===== config.mk =====
export PLATFORM = sky130hd
export DESIGN_NAME = snoop_ctl
export DESIGN_NICKNAME = d
export VERILOG_FILES = /design/src/rtl/snoop_pkg.sv /design/src/rtl/snoop_policy.sv /design/src/rtl/wq_match.sv /design/src/rtl/snoop_ctl.sv
export SDC_FILE = /design/constraint.sdc
export NUM_CORES = 1
export LEC_CHECK = 0
export ABC_CLOCK_PERIOD_IN_PS = 7200
export BUFFER_PORTS_ARGS = -buffer_cell sky130_fd_sc_hd__buf_2
export CORE_ASPECT_RATIO = 1.4
export CORE_MARGIN = 1
export CORE_UTILIZATION = 42
export CTS_CLUSTER_DIAMETER = 50
export CTS_CLUSTER_SIZE = 40
export DETAILED_ROUTE_END_ITERATION = 10
export PLACE_DENSITY = 0.67
export SKIP_LAST_GASP = 1
export SLEW_MARGIN = 20
export SYNTH_ARGS = -nofsm -noshare
export SYNTH_HDL_FRONTEND = slang
export SYNTH_HIERARCHICAL = 1
export SYNTH_SLANG_ARGS = --single-unit
export TNS_END_PERCENT = 50

===== constraint.sdc =====
create_clock -name clk -period 7.2 [get_ports clk]
set_input_delay 0.72 -clock clk [delete_from_list [all_inputs] [get_ports clk]]
set_output_delay 0.72 -clock clk [all_outputs]
set_load 0.03 [all_outputs]

===== src/rtl/snoop_pkg.sv =====
package snoop_pkg;

    typedef enum logic [1:0] {
        MESI_I = 2'd0,
        MESI_S = 2'd1,
        MESI_E = 2'd2,
        MESI_M = 2'd3
    } mesi_t;

    typedef enum logic [2:0] {
        SNP_READ      = 3'd0,
        SNP_READ_ATOM = 3'd1,
        SNP_CLEAN     = 3'd2,
        SNP_FLUSH     = 3'd3,
        SNP_WFLUSH    = 3'd4,
        SNP_WFLUSH_AT = 3'd5,
        SNP_KILL      = 3'd6,
        SNP_WKILL     = 3'd7
    } snp_kind_t;

    typedef struct packed {
        logic  sh;
        logic  rt;
        logic  push;
        logic  wr_now;
        logic  wr_later;
        logic  drop_resv;
        logic  purge_wq;
        mesi_t nst;
    } snp_act_t;

endpackage


===== src/rtl/snoop_policy.sv =====
module snoop_policy
    import snoop_pkg::*;
(
    input  snp_kind_t kind,
    input  mesi_t     cur,
    output snp_act_t  act
);
    always_comb begin
        act     = '0;
        act.nst = cur;
        case (kind)
            SNP_READ, SNP_READ_ATOM: begin
                case (cur)
                    MESI_S: act.sh = 1'b1;
                    MESI_E: begin
                        act.sh = 1'b1; act.wr_now = 1'b1; act.nst = MESI_S;
                    end
                    MESI_M: begin
                        act.sh = 1'b1; act.rt = 1'b1; act.push = 1'b1;
                        act.wr_now = 1'b1; act.nst = MESI_S;
                    end
                    default: ;
                endcase
            end
            SNP_CLEAN: begin
                if (cur == MESI_M) begin
                    act.sh = 1'b1; act.rt = 1'b1; act.push = 1'b1;
                    act.wr_now = 1'b1; act.nst = MESI_E;
                end
            end
            SNP_FLUSH, SNP_WFLUSH, SNP_WFLUSH_AT: begin
                act.drop_resv = (kind != SNP_FLUSH);
                case (cur)
                    MESI_S, MESI_E: begin
                        act.wr_now = 1'b1; act.nst = MESI_I;
                    end
                    MESI_M: begin
                        act.sh = 1'b1; act.rt = 1'b1; act.push = 1'b1;
                        act.wr_later = 1'b1; act.nst = MESI_I;
                    end
                    default: ;
                endcase
            end
            default: begin
                act.purge_wq = (kind == SNP_WKILL);
                if (cur != MESI_I) begin
                    act.wr_now = 1'b1; act.nst = MESI_I;
                end
            end
        endcase
    end
endmodule


===== src/rtl/wq_match.sv =====
module wq_match #(
    parameter int DEPTH = 3,
    parameter int BLK_W = 27
) (
    input  logic [DEPTH-1:0]            valid,
    input  logic [DEPTH-1:0][BLK_W-1:0] addr,
    input  logic [BLK_W-1:0]            blk,
    output logic [DEPTH-1:0]            hit
);
    for (genvar i = 0; i < DEPTH; i++) begin : g_cmp
        assign hit[i] = valid[i] && (addr[i] == blk);
    end
endmodule


===== src/rtl/snoop_ctl.sv =====
module snoop_ctl
    import snoop_pkg::*;
#(
    parameter int ADDR_W    = 32,
    parameter int BLK_OFF   = 5,
    parameter int NUM_LINES = 4,
    parameter int WQ_DEPTH  = 3
) (
    input  logic              clk,
    input  logic              rst_n,
    input  logic              snp_valid,
    input  logic [ADDR_W-1:0] snp_addr,
    input  logic [2:0]        snp_type,
    input  logic              snp_global,
    output logic              sts_shared,
    output logic              sts_retry,
    output logic              push_req,
    output logic [ADDR_W-1:0] push_addr,
    input  logic              push_ack,
    input  logic              fill_en,
    input  logic [ADDR_W-1:0] fill_addr,
    input  logic [1:0]        fill_state,
    input  logic [ADDR_W-1:0] probe_addr,
    output logic [1:0]        probe_state,
    input  logic              resv_set,
    input  logic [ADDR_W-1:0] resv_addr,
    output logic              resv_valid,
    input  logic              wq_wr,
    input  logic [$clog2(WQ_DEPTH)-1:0] wq_slot,
    input  logic [ADDR_W-1:0] wq_addr,
    input  logic              wq_wr_valid,
    output logic [WQ_DEPTH-1:0] wq_valid
);
    localparam int BLK_W  = ADDR_W - BLK_OFF;
    localparam int IDX_W  = $clog2(NUM_LINES);
    localparam int TAG_W  = BLK_W - IDX_W;
    localparam int SLOT_W = $clog2(WQ_DEPTH);
    localparam logic [SLOT_W-1:0] LAST_SLOT = SLOT_W'(WQ_DEPTH - 1);

    typedef struct packed {
        logic [NUM_LINES-1:0][TAG_W-1:0] tag;
        mesi_t [NUM_LINES-1:0]           st;
        logic                            sh;
        logic                            rt;
        logic                            push;
        logic [BLK_W-1:0]                paddr;
        logic                            pend;
        logic [IDX_W-1:0]                pidx;
        mesi_t                           pst;
        logic                            rv;
        logic [BLK_W-1:0]                raddr;
        logic [WQ_DEPTH-1:0]             wqv;
        logic [WQ_DEPTH-1:0][BLK_W-1:0]  wqa;
    } ctl_t;

    ctl_t q, d;

    logic [BLK_W-1:0]    s_blk, f_blk, p_blk;
    logic [IDX_W-1:0]    s_idx, f_idx, p_idx;
    logic [TAG_W-1:0]    s_tag, f_tag, p_tag;
    mesi_t               s_cur;
    snp_act_t            act;
    logic [WQ_DEPTH-1:0] wq_hit;

    assign s_blk = snp_addr[ADDR_W-1:BLK_OFF];
    assign s_idx = s_blk[IDX_W-1:0];
    assign s_tag = s_blk[BLK_W-1:IDX_W];
    assign f_blk = fill_addr[ADDR_W-1:BLK_OFF];
    assign f_idx = f_blk[IDX_W-1:0];
    assign f_tag = f_blk[BLK_W-1:IDX_W];
    assign p_blk = probe_addr[ADDR_W-1:BLK_OFF];
    assign p_idx = p_blk[IDX_W-1:0];
    assign p_tag = p_blk[BLK_W-1:IDX_W];

    assign s_cur = (q.tag[s_idx] == s_tag) ? q.st[s_idx] : MESI_I;

    snoop_policy u_policy (
        .kind (snp_kind_t'(snp_type)),
        .cur  (s_cur),
        .act  (act)
    );

    wq_match #(.DEPTH(WQ_DEPTH), .BLK_W(BLK_W)) u_wq_match (
        .valid (q.wqv),
        .addr  (q.wqa),
        .blk   (s_blk),
        .hit   (wq_hit)
    );

    always_comb begin
        d    = q;
        d.sh = 1'b0;
        d.rt = 1'b0;

        if (fill_en) begin
            d.tag[f_idx] = f_tag;
            d.st[f_idx]  = mesi_t'(fill_state);
        end
        if (wq_wr && (wq_slot <= LAST_SLOT)) begin
            d.wqv[wq_slot] = wq_wr_valid;
            d.wqa[wq_slot] = wq_addr[ADDR_W-1:BLK_OFF];
        end

        if (q.push && push_ack) begin
            d.push = 1'b0;
            if (q.pend) begin
                d.st[q.pidx] = q.pst;
                d.pend       = 1'b0;
            end
        end

        if (snp_valid && snp_global) begin
            if (q.push) begin
                d.rt = 1'b1;
            end else begin
                d.sh = act.sh;
                d.rt = act.rt;
                if (act.wr_now)
                    d.st[s_idx] = act.nst;
                if (act.push) begin
                    d.push  = 1'b1;
                    d.paddr = s_blk;
                end
                if (act.wr_later) begin
                    d.pend = 1'b1;
                    d.pidx = s_idx;
                    d.pst  = act.nst;
                end
                if (act.drop_resv && q.rv && (q.raddr == s_blk))
                    d.rv = 1'b0;
                if (act.purge_wq)
                    d.wqv = d.wqv & ~wq_hit;
            end
        end

        if (resv_set) begin
            d.rv    = 1'b1;
            d.raddr = resv_addr[ADDR_W-1:BLK_OFF];
        end
    end

    always_ff @(posedge clk) begin
        if (!rst_n) q <= '0;
        else        q <= d;
    end

    assign sts_shared  = q.sh;
    assign sts_retry   = q.rt;
    assign push_req    = q.push;
    assign push_addr   = {q.paddr, {BLK_OFF{1'b0}}};
    assign probe_state = (q.tag[p_idx] == p_tag) ? q.st[p_idx] : MESI_I;
    assign resv_valid  = q.rv;
    assign wq_valid    = q.wqv;

endmodule


==> summary.md <==
| Metric | Value |
|---|---|
| Outcome | complete, but fails checks |
| Failing checks | design-rule violations |
| Fillers | 2978 |
| Post-DR wirelength/cell | 20.3 microns |
| CP max FO | 26 |
| CTS Buffer Depth | 3 |
| Grt met2 use | 45.5% |
| CTS root buffer | clkbuf_16 |
| Global Route met3 Usage | 2.52% |
| Hold buffers post-CTS | 0 |
| Gr ovfl total | 0 |
| PortBufs | 186 |
| Smallest hold slack | 451 ps |
| Max-Slew Margin vs Limit | 25.7% |
| Max Freq | 220 MHz |
| Detailed Place HPWL | 27600 microns |
| Async SR Flop Fraction | 0% |
| Maximum number of pins on one net before global-route repair | 112 |
| Die Wd | 153 microns |
| Top cells by area, synth | dfxtp_1 (38%), nand2_1 (12%), a21boi_0 (12%) |
| DR vias | 10777 |
| Post-synthesis sequential area ratio | 38.3% |
| Final core utilization | 48.6% |
| Worst skew pair latency | 520 ps |
| Final hold viol count | 0 |
| Fin. max-slew vios | 0 |
| DRT antenna net count | 0 |
| Nets@finish | 1757 |
| Power, Total | 0.00321 W |
| Synth Area per Inst | 9.08 sq um |
| Synthesized area | 13300 sq um |
| Ant diodes | 0 |
| Area fraction of the dominant cell type after synthesis | 38.3% |
| Hold WC Path Type | input pin to flip-flop |
| Setup bufs post-CTS | 0 |
| Leakage | 5.43 nW |
| GR peak layer | met2 |
| Tcrit/Tclk final | 63.1% |
| Initial antenna violation count | 1 |
| TritonCTS buffer count | 23 |
| Area grow syn2layout | 13.0% |
| Drt via density | 5.45 |
| EDFF count, synth | 0 |
| Max-cap violations | 0 |
| Vias in the first global route | 10420 |
| Num rows | 76 |
| RSZ-0062 raised after global routing | false |
| Worst VDD drop | 0.000132 V |
| Worst-path clk slew | 80 ps |
| CTS resizes | 0 |
| Post-Syn Instances | 1469 |
| DRC viols | 15 |
| Worst Skew | 17.4 ps |
| Pre-Repair DR Iteration Count | 10 |
| Crit Path Class | input pin to flip-flop |
| Final number of setup-violating endpoints | 0 |
| Sink Count | 255 |
| Crit path launch type | input pin |
| First-pass GRT wire length | 60800 microns |
| Hold Path Cell Cnt | 2 |
| FF-to-FF path depth | 13 |
| Cell Pwr Density | 213 nW/um^2 |
| Post-route setup TNS | 0 ps |
| Total I/O pin count | 217 |
| Reg area | 5100 sq um |
| Final min period | 4540 ps |
| Detailed Route Iter0 Violations | 719 |
| Die area | 32500 sq um |
| Met1 Use GR | 28.6% |
| R2R Setup Slk | 3480 ps |
| Slew @ Worst Pin | 1110 ps |
| Register bit count reported by yosys | 255 |
| Area taken by multi-input logic gates | 7570 sq um |
| Post-synth top area cell | dfxtp_1 |
| Critical Path AT | 4970 ps |
| Synth Flop Type | dfxtp_1 |
| CTS tree | done |
| Worst Path Required | 7620 ps |
| H-tree Lvls | 1 |
| Final RePlAce weighted congestion | 0.829 |
| Drt total wl | 40100 microns |
| Initial Util | 43.0% |
| Worst Setup End Kind | flip-flop |
| Unique cell type count in the Yosys netlist | 51 |
| Core area | 31000 sq um |
| Total GRT Usage | 24.5% |
| Share of post-route cells with drive strength above 1 | 19.8% |
| Syn. warnings | 6 |
| Die Ht | 213 microns |
cell usage after synthesis (3+ instances only):
| cell | number |
|---|---|
| nand2_1 | 436 |
| dfxtp_1 | 255 |
| a21boi_0 | 217 |
| xnor2_1 | 128 |
| clkbuf_1 | 76 |
| mux4_2 | 46 |
| buf_4 | 36 |
| nand4_1 | 36 |
| mux2i_1 | 33 |
| nor2b_1 | 33 |
| xor2_1 | 30 |
| nor2_1 | 10 |
| buf_2 | 8 |
| ha_1 | 8 |
| mux2_2 | 8 |
| mux4_1 | 8 |
| nand3_1 | 8 |
| inv_1 | 7 |
| o211ai_1 | 6 |
| and4_1 | 5 |
| nand2b_1 | 5 |
| nand3b_1 | 5 |
| nor3_1 | 5 |
| nor4_1 | 5 |
| nor4_2 | 5 |
| a21oi_1 | 3 |
| a31oi_1 | 3 |
| and3b_1 | 3 |
| buf_1 | 3 |
| nor3b_1 | 3 |
| nor3b_2 | 3 |
| o21a_1 | 3 |
| or2_2 | 3 |
| or4_1 | 3 |
sequential cells by signal, summed over array words and instances, names as in the netlist:
register / flops
sts_retry: 1
push_addr: 27
wq_valid: 3
resv_valid: 1
push_req: 1
sts_shared: 1
q: 221
area by class of cell:
type,count,area share (%)
Clock buffer,23,3.82
Sequential cell,255,33.9
Clock inverter,18,1.64
Inverter,7,0.174
Tap cell,390,3.24
Timing Repair Buffer,202,7.07
Multi-Input combinational cell,1084,50.2
worst paths after layout:
path,to,startpoint
setup / recovery,q[151],snp_addr[5]
setup reg to reg,q[151],q[183]
hold reg to reg,push_addr[25],push_addr[25]
hold / removal,sts_retry,snp_global
worst max-delay path, cell delays in order:
cell and delay [ps]:
buf_2 730, buf_4 330, mux4_2 570, xnor2_1 160, nand4_1 110, nor4_2 210, and4_1 380, ha_1 360
o21a_1 180, a211oi_1 50, a22oi_1 230, nand2_1 140, nor3b_1 460, mux2i_1 240, nor2b_1 60
kinds of logic (layout without fill, tap and decap cells):
| group | after synthesis | after routing | synth area share (%) |
|---|---|---|---|
| fa+ha+maj | 8 | 8 | 0.750 |
| simple gates | 575 | 575 | 19.2 |
| compound gates | 243 | 243 | 13.7 |
| other cells | 1 | 5 | 0.0281 |
| buf+inv | 134 | 250 | 5.21 |
| xor+xnor | 158 | 158 | 10.4 |
| flops | 255 | 255 | 38.3 |
| mux | 95 | 95 | 12.5 |
report_power, final:
part / leakage, nW / internal, W / switching [W]
logic: 2.96 / 0.000168 / 0.000225
registers: 2.07 / 0.00145 / 0.0000309
clock network: 0.400 / 0.000700 / 0.000629
metrics by stage:
stage          std cells  area (sq um)  worst slack [ps]
6_report            1979         15100              2660
5_1_grt             1979         15100              2250
4_1_cts             1979         15100              2350
3_5_place_dp        1938         14200              1810
3_3_place_gp        1937         14200              1830
2_1_floorplan       1473         13400              3380
metal layers:
metal  wire length [microns]  vias up
li1                        -     5146
met1                   15700     5174
met4                    1570        2
met5                      13        -
met3                    2300       72
met2                   20600      383
layout by cell type, fill, tap and decap left out, drive strengths merged, types with 8 or more instances in the layout:
cell	count
xnor2	128
mux2i	33
nand3	8
xor2	30
a21boi	217
nor2b	33
nor2	10
nand2	436
dfxtp	255
nor4	10
mux4	54
clkbuf	23
buf	202
mux2	8
inv	16
ha	8
nand4	36
No activity file was read; power rests on OpenSTA's default activity.
